### config.mk
export PLATFORM = sky130hd
export DESIGN_NAME = pfs_supervisor
export DESIGN_NICKNAME = d
export VERILOG_FILES = /design/src/rtl/pfs_pkg.sv /design/src/rtl/pfs_sync.sv /design/src/rtl/pfs_hold_timer.sv /design/src/rtl/pfs_seq.sv /design/src/rtl/pfs_supervisor.sv
export SDC_FILE = /design/constraint.sdc
export NUM_CORES = 1
export LEC_CHECK = 0
export BUFFER_PORTS_ARGS = -buffer_cell sky130_fd_sc_hd__buf_2
export CAP_MARGIN = 0
export CELL_PAD_IN_SITES_DETAIL_PLACEMENT = 2
export CELL_PAD_IN_SITES_GLOBAL_PLACEMENT = 2
export CORE_MARGIN = 5
export CORE_UTILIZATION = 40
export DETAILED_ROUTE_END_ITERATION = 12
export GPL_TIMING_DRIVEN = 0
export MAX_ROUTING_LAYER = met4
export PLACE_DENSITY_LB_ADDON = 0.15
export SETUP_SLACK_MARGIN = 0.02
export SLEW_MARGIN = 20
export SYNTH_ARGS = -nofsm -noshare
export SYNTH_HDL_FRONTEND = slang
export SYNTH_SLANG_ARGS = --single-unit
### constraint.sdc
create_clock -name clk -period 6.2 [get_ports clk]
set_input_delay 0.31 -clock clk [delete_from_list [all_inputs] [get_ports clk]]
set_output_delay 0.31 -clock clk [all_outputs]
set_load 0.01 [all_outputs]
### src/rtl/pfs_pkg.sv
package pfs_pkg;
   typedef enum logic [1:0] {
      PFS_BACKUP    = 2'd0,
      PFS_PROTECTED = 2'd1,
      PFS_POWER_OK  = 2'd2
   } pfs_state_e;
endpackage

### src/rtl/pfs_sync.sv
module pfs_sync #(
   parameter int STAGES = 2,
   parameter bit RST_VAL = 1'b0
) (
   input  logic clk,
   input  logic arst_n,
   input  logic d,
   output logic q
);
   logic [STAGES-1:0] chain;

   generate
      if (STAGES < 2) begin : g_bad
         $error("pfs_sync: STAGES must be at least 2");
      end
      for (genvar i = 0; i < STAGES; i++) begin : g_stage
         if (i == 0) begin : g_first
            always_ff @(posedge clk or negedge arst_n) begin
               if (!arst_n) chain[0] <= RST_VAL;
               else         chain[0] <= d;
            end
         end else begin : g_next
            always_ff @(posedge clk or negedge arst_n) begin
               if (!arst_n) chain[i] <= RST_VAL;
               else         chain[i] <= chain[i-1];
            end
         end
      end
   endgenerate

   assign q = chain[STAGES-1];
endmodule

### src/rtl/pfs_hold_timer.sv
module pfs_hold_timer #(
   parameter int REC_CYC = 20,
   parameter int RST_CYC = 32,
   localparam int CNT_W = $clog2(RST_CYC + 1)
) (
   input  logic clk,
   input  logic arst_n,
   input  logic run,
   output logic rec_reach,
   output logic rst_reach
);
   localparam logic [CNT_W-1:0] REC_LIM = CNT_W'(REC_CYC);
   localparam logic [CNT_W-1:0] RST_LIM = CNT_W'(RST_CYC);

   logic [CNT_W-1:0] cnt_q, cnt_d;

   always_comb begin
      if (!run)                 cnt_d = '0;
      else if (cnt_q == RST_LIM) cnt_d = cnt_q;
      else                      cnt_d = cnt_q + 1'b1;
   end

   always_ff @(posedge clk or negedge arst_n) begin
      if (!arst_n) cnt_q <= '0;
      else         cnt_q <= cnt_d;
   end

   // next-state view so the sequencer registers on the same edge
   assign rec_reach = (cnt_d >= REC_LIM);
   assign rst_reach = (cnt_d >= RST_LIM);


   cnt_clear_chk: assert property (@(posedge clk) disable iff (!arst_n)
      !run |=> (cnt_q == '0));

   cnt_step_chk: assert property (@(posedge clk) disable iff (!arst_n)
      (run && cnt_q != RST_LIM) |=> (cnt_q == $past(cnt_q) + 1'b1));
endmodule

### src/rtl/pfs_seq.sv
module pfs_seq
   import pfs_pkg::*;
(
   input  logic clk,
   input  logic arst_n,
   input  logic vtp_s,
   input  logic vsw_s,
   input  logic rec_reach,
   input  logic rst_reach,
   output logic iso,
   output logic sink,
   output logic armed,
   output logic sel,
   output logic done
);
   pfs_state_e state_q, state_d;
   logic       sink_q, sink_d;
   logic       armed_q;

   always_comb begin
      if (!vsw_s)         state_d = PFS_BACKUP;
      else if (!vtp_s)    state_d = PFS_PROTECTED;
      else if (rec_reach) state_d = PFS_POWER_OK;
      else                state_d = PFS_PROTECTED;
      sink_d = !(vtp_s && rst_reach);
   end

   always_ff @(posedge clk or negedge arst_n) begin
      if (!arst_n) begin
         state_q <= PFS_BACKUP;
         sink_q  <= 1'b1;
         armed_q <= 1'b0;
      end else begin
         state_q <= state_d;
         sink_q  <= sink_d;
         armed_q <= armed_q | vtp_s;
      end
   end

   assign iso   = (state_q != PFS_POWER_OK);
   assign done  = (state_q == PFS_POWER_OK);
   assign sink  = sink_q;
   assign armed = armed_q;
   assign sel   = (state_q == PFS_BACKUP) && armed_q;


   wp_on_loss_chk: assert property (@(posedge clk) disable iff (!arst_n)
      !vtp_s |=> iso);

   rst_on_loss_chk: assert property (@(posedge clk) disable iff (!arst_n)
      !vtp_s |=> sink);

   rst_after_rec_chk: assert property (@(posedge clk) disable iff (!arst_n)
      !sink |-> done);

   armed_sticky_chk: assert property (@(posedge clk) disable iff (!arst_n)
      armed |=> armed);

   sel_needs_arm_chk: assert property (@(posedge clk) disable iff (!arst_n)
      sel |-> armed);

   sel_on_low_chk: assert property (@(posedge clk) disable iff (!arst_n)
      (!vsw_s && armed) |=> sel);
endmodule

### src/rtl/pfs_supervisor.sv
module pfs_supervisor #(
   parameter int CLK_HZ      = 50_000_000,
   parameter int REC_US      = 150_000,
   parameter int RST_US      = 200_000,
   parameter int SYNC_STAGES = 2
) (
   input  logic clk,
   input  logic arst_n,
   input  logic vtp_ok_raw,
   input  logic vsw_ok_raw,
   input  logic host_ce_n,
   input  logic host_we_n,
   input  logic host_oe_n,
   output logic mem_ce_n,
   output logic mem_we_n,
   output logic mem_oe_n,
   output logic mem_iso,
   output logic bkup_sel,
   output logic bkup_armed,
   output logic rst_sink,
   output logic recov_done
);
   localparam int CYC_PER_US = CLK_HZ / 1_000_000;
   localparam int REC_CYC    = CYC_PER_US * REC_US;
   localparam int RST_CYC    = CYC_PER_US * RST_US;

   generate
      if (CYC_PER_US < 1) begin : g_chk_clk
         $error("pfs_supervisor: CLK_HZ must be at least 1 MHz");
      end
      if (REC_US < 1 || RST_US <= REC_US) begin : g_chk_order
         $error("pfs_supervisor: need 0 < REC_US < RST_US");
      end
   endgenerate

   logic vtp_s, vsw_s, rec_reach, rst_reach;

   pfs_sync #(.STAGES(SYNC_STAGES), .RST_VAL(1'b0)) u_sync_vtp (
      .clk(clk), .arst_n(arst_n), .d(vtp_ok_raw), .q(vtp_s));

   pfs_sync #(.STAGES(SYNC_STAGES), .RST_VAL(1'b0)) u_sync_vsw (
      .clk(clk), .arst_n(arst_n), .d(vsw_ok_raw), .q(vsw_s));

   pfs_hold_timer #(.REC_CYC(REC_CYC), .RST_CYC(RST_CYC)) u_timer (
      .clk(clk), .arst_n(arst_n), .run(vtp_s),
      .rec_reach(rec_reach), .rst_reach(rst_reach));

   pfs_seq u_seq (
      .clk(clk), .arst_n(arst_n), .vtp_s(vtp_s), .vsw_s(vsw_s),
      .rec_reach(rec_reach), .rst_reach(rst_reach),
      .iso(mem_iso), .sink(rst_sink), .armed(bkup_armed),
      .sel(bkup_sel), .done(recov_done));

   assign mem_ce_n = host_ce_n | mem_iso;
   assign mem_we_n = host_we_n | mem_iso;
   assign mem_oe_n = host_oe_n | mem_iso;


   pass_thru_chk: assert property (@(posedge clk) disable iff (!arst_n)
      recov_done |-> (mem_we_n == host_we_n && mem_ce_n == host_ce_n));

   strobe_block_chk: assert property (@(posedge clk) disable iff (!arst_n)
      !recov_done |-> (mem_we_n && mem_ce_n && mem_oe_n));
endmodule

==> summary.md <==
| Metric | Value |
|---|---|
| HP Class | in2async |
| Fin nets | 249 |
| EDFF count, synth | 0 |
| Compound-Gate Fraction of Synth Area | 0.141 |
| Post-CTS Setup Inserts | 0 |
| Total track usage | 0.222 |
| R2R Setup Slk | around 3.2 ns |
| Drt first pass iters | 4 |
| H-Tree Depth | 2 |
| Clk sink count | 32 |
| Crit path largest cell delay | just over 0.5 ns |
| Post-Place Worst Slack | 3.34 ns |
| Critical Path Sink | u_seq.state_q[0] |
| Number of distinct library cells after synthesis | 58 |
| CP Launch Type | flip-flop |
| Cell Int Power | 307 uW |
| Final worst slack | 3.21 ns |
| Worst reg2reg path depth | 8 |
| Final Hold Viols | 0 |
| WP data arrival | 3.17 ns |
| Largest net degree at the start of global routing | 33 |
| Clk_lat worst skew | 0.30 ns |
| Critical path depth | 8 |
| CP Buf/Inv Count | 0 |
| Core ar. | 4820 um2 |
| Post-DR wirelength/cell | roughly 20 um |
| Synthesized Nets | roughly 230 |
| Starting Density | 0.420 |
| Root buffer cell | clkbuf_8 |
| Port buffer count | 14 |
| Wl on met1 | between 2000 and 3000 um |
| Achievable Freq | 335 MHz |
| Clock Pin Slew Worst Setup and Hold Paths | 0.07 ns |
| P per Cell Area | 181 nW/um2 |
| Fraction of registers with async set or reset after synthesis | 1.00 |
| First-pass GRT wire length | approximately 10000 um |
| Gr ovfl total | 0 |
| Util after Layout | 0.471 |
| Slew HR | 0.485 |
| Die height | 81.1 um |
| Max VDD drop | 0.0000787 V |
| Area of the die | 6580 um2 |
| Flop pwr share | 0.527 |
| DP HPWL | 4460 um |
| Initial drt markers | between 70 and 80 |
| Critical path cell sequence | ha_1 -> nand4_1 -> nor4_1 -> mux2i_1 -> nand3_1 -> a31oi_1 -> o2111ai_2 -> and3_1 |
| Post-Syn Instances | 219 |
| Switching power | slightly above 100 uW |
| GPL Wtd Cong | 0.897 |
| Vias in the first global route | between 1500 and 2000 |
| Ports | 15 |
| Synth warn | 0 |
| Layout cell share with drive strength beyond 1 | 0.195 |
| Syn avg cell area | 9.23 um2 |
| CP Capture Type | flip-flop |
| Final Max Slew Viols | 0 |
| Layout Skew | roughly 0.0053 ns |
| Pwr Total | 410 uW |
| Seq/Total Area, Yosys | 0.397 |
| Row count | 25 |
| Mux contribution to synthesized area | 0.0198 |
| Fin crit share | 0.481 |
| Chip Width | 81.1 um |
| DRC viols | 0 |
| CP top delay family | simple AND/OR/NAND/NOR gates |
| Final min period | 2.99 ns |
| CTS resizes | 0 |
| Switching share of power | 0.251 |
| Met2 wire length | 3080 um |
| Largest family of logic cells by synthesized area | simple AND/OR/NAND/NOR gates |
| RSZ-0062 raised after global routing | no |
| Via/cell ratio | 5.75 |
| RR Endpoint | u_seq.state_q[0] |
| Critical Path Fanout Max | 7 |
| Synth Area in Adders | 0.0124 |
| Max_cap viols | 0 |
| Top FF cell, synth | dfrtp_1 |
| Worst-margin pin slew | around 0.77 ns |
| CTS tree | yes |
| Drt total wl | 6280 um |
| Routed Antenna Nets | 0 |
| Synth Area in XOR/XNOR | 0.0736 |
| Worst-case clock buffer depth | 2 |
| Met3 wire length | 186 um |
| Post-Synth Simple-Gate Area | 0.296 |
| R2r startpoint | u_timer.cnt_q[1] |
| CTS Hold Bufs | 0 |
| CTS Buf Count | 5 |
| Status | complete, no violations |
| Via Count | about 1800 |
| Launch point of the critical path | u_timer.cnt_q[1] |
| Gate power share | 0.052 |
| Leak | 0.000850 uW |
| Area grow syn2layout | 12.2% |
| Required time of the critical path | around 6.4 ns |
| Slowest cell on crit path | mux2i_1 |
| Final setup violating endpoints | 0 |
| Setup TNS | 0 ns |
| Top sig layer | met4 |
| Initial antenna violation count | 0 |
| Cell area after synthesis | 2020 um2 |
| Clock share of power | 0.421 |
| CP Class | reg2reg |
| Synthesized flop and latch total | 32 |
| N_diodes | 0 |
## cell usage after synthesis (2+ instances only)
library cell,number,share of area
a21oi_1,7,0.017
a31oi_1,5,0.015
and2_1,2,0.0062
and3_1,2,0.0062
and4_1,3,0.013
buf_2,4,0.0099
buf_4,5,0.019
clkbuf_1,5,0.0093
dfrtp_1,31,0.38
ha_1,2,0.012
inv_1,11,0.020
mux2i_1,4,0.020
nand2_1,11,0.020
nand2b_1,7,0.022
nand3_1,13,0.032
nand3_4,2,0.017
nand4_1,6,0.019
nor2_1,22,0.041
nor3_1,6,0.015
nor3_2,2,0.0099
nor4_1,4,0.012
nor4_2,3,0.019
nor4b_1,3,0.013
o21ai_0,8,0.020
o21ai_1,2,0.0050
o31ai_1,2,0.0074
xnor2_1,13,0.056
xor2_1,4,0.017
## cells by family after synthesis
| logic type | count (synthesis) |
|---|---|
| and+or+nand+nor | 97 |
| AOI/OAI and AO/OA | 41 |
| DFF | 32 |
| buffers and inverters | 26 |
| xor gates and xnor gates | 17 |
| muxes | 4 |
| adders and majority gates | 2 |
## area by class of cell
class / instances / area, um2
buffer: 14 / 76.3
sequential: 32 / 802
clock inverter: 2 / 10.0
timing repair buffer: 14 / 70.1
tap: 67 / 83.8
multi-input combinational: 161 / 1100
clock buffer: 6 / 82.6
fill: 571 / 2550
inverter: 12 / 45.0
## flip-flops by register name (all words and copies together) (netlist names)
signal            count
u_seq.armed           1
u_seq.sink            1
u_seq.state_q         2
u_sync_vsw.chain      1
u_sync_vsw.q          1
u_sync_vtp.chain      1
u_sync_vtp.q          1
u_timer.cnt_q        24
## power by group through the flow
stage / Combinational [uW] / Clock (uW) / Sequential (uW)
after global placement: 19.6 / 0 / 219
final: 21.4 / 172 / 216
after detailed placement: 21.5 / 0 / 220
after CTS: 22.0 / 178 / 216
after floorplan: 10.1 / 0 / 218
after global routing: 24.5 / 188 / 216
## per-layer routing
layer / track usage / vias up
met2: 0.356 / 24
met4: 0.0659 / 0
met1: 0.288 / 908
met5: - / -
li1: - / 832
met3: 0.0388 / 7
## per-stage QoR
stage                     cells  instance area [um2]  hold WS (ns)
final                       308                 2270        0.0592
after CTS                   308                 2270        0.0919
after global routing        308                 2270         0.100
after floorplan             219                 2020        0.0144
after detailed placement    300                 2180         0.345
after global placement      300                 2180         0.337
## placed cells by master (no fill, tap or decap), types with 3 or more instances in the layout
| cell type | count |
|---|---|
| a21oi_1 | 7 |
| a31oi_1 | 5 |
| and4_1 | 3 |
| buf_2 | 18 |
| buf_4 | 5 |
| clkbuf_1 | 5 |
| clkbuf_8 | 6 |
| dfrtp_1 | 31 |
| inv_1 | 11 |
| mux2i_1 | 4 |
| nand2_1 | 11 |
| nand2b_1 | 7 |
| nand3_1 | 13 |
| nand4_1 | 6 |
| nor2_1 | 22 |
| nor3_1 | 6 |
| nor4_1 | 4 |
| nor4_2 | 3 |
| nor4b_1 | 3 |
| o21ai_0 | 8 |
| xnor2_1 | 13 |
| xor2_1 | 4 |
## worst min path at each step
stage | start | endpoint | cells after the start
after floorplan | arst_n | u_seq.armed | 0
after global placement | u_sync_vsw.chain[0] | u_sync_vsw.q | 0
after detailed placement | u_sync_vsw.chain[0] | u_sync_vsw.q | 0
after CTS | arst_n | u_timer.cnt_q[21] | 1
after global routing | vsw_ok_raw | u_sync_vsw.chain[0] | 1
final | arst_n | u_timer.cnt_q[5] | 1
No activity file was read; power rests on OpenSTA's default activity.
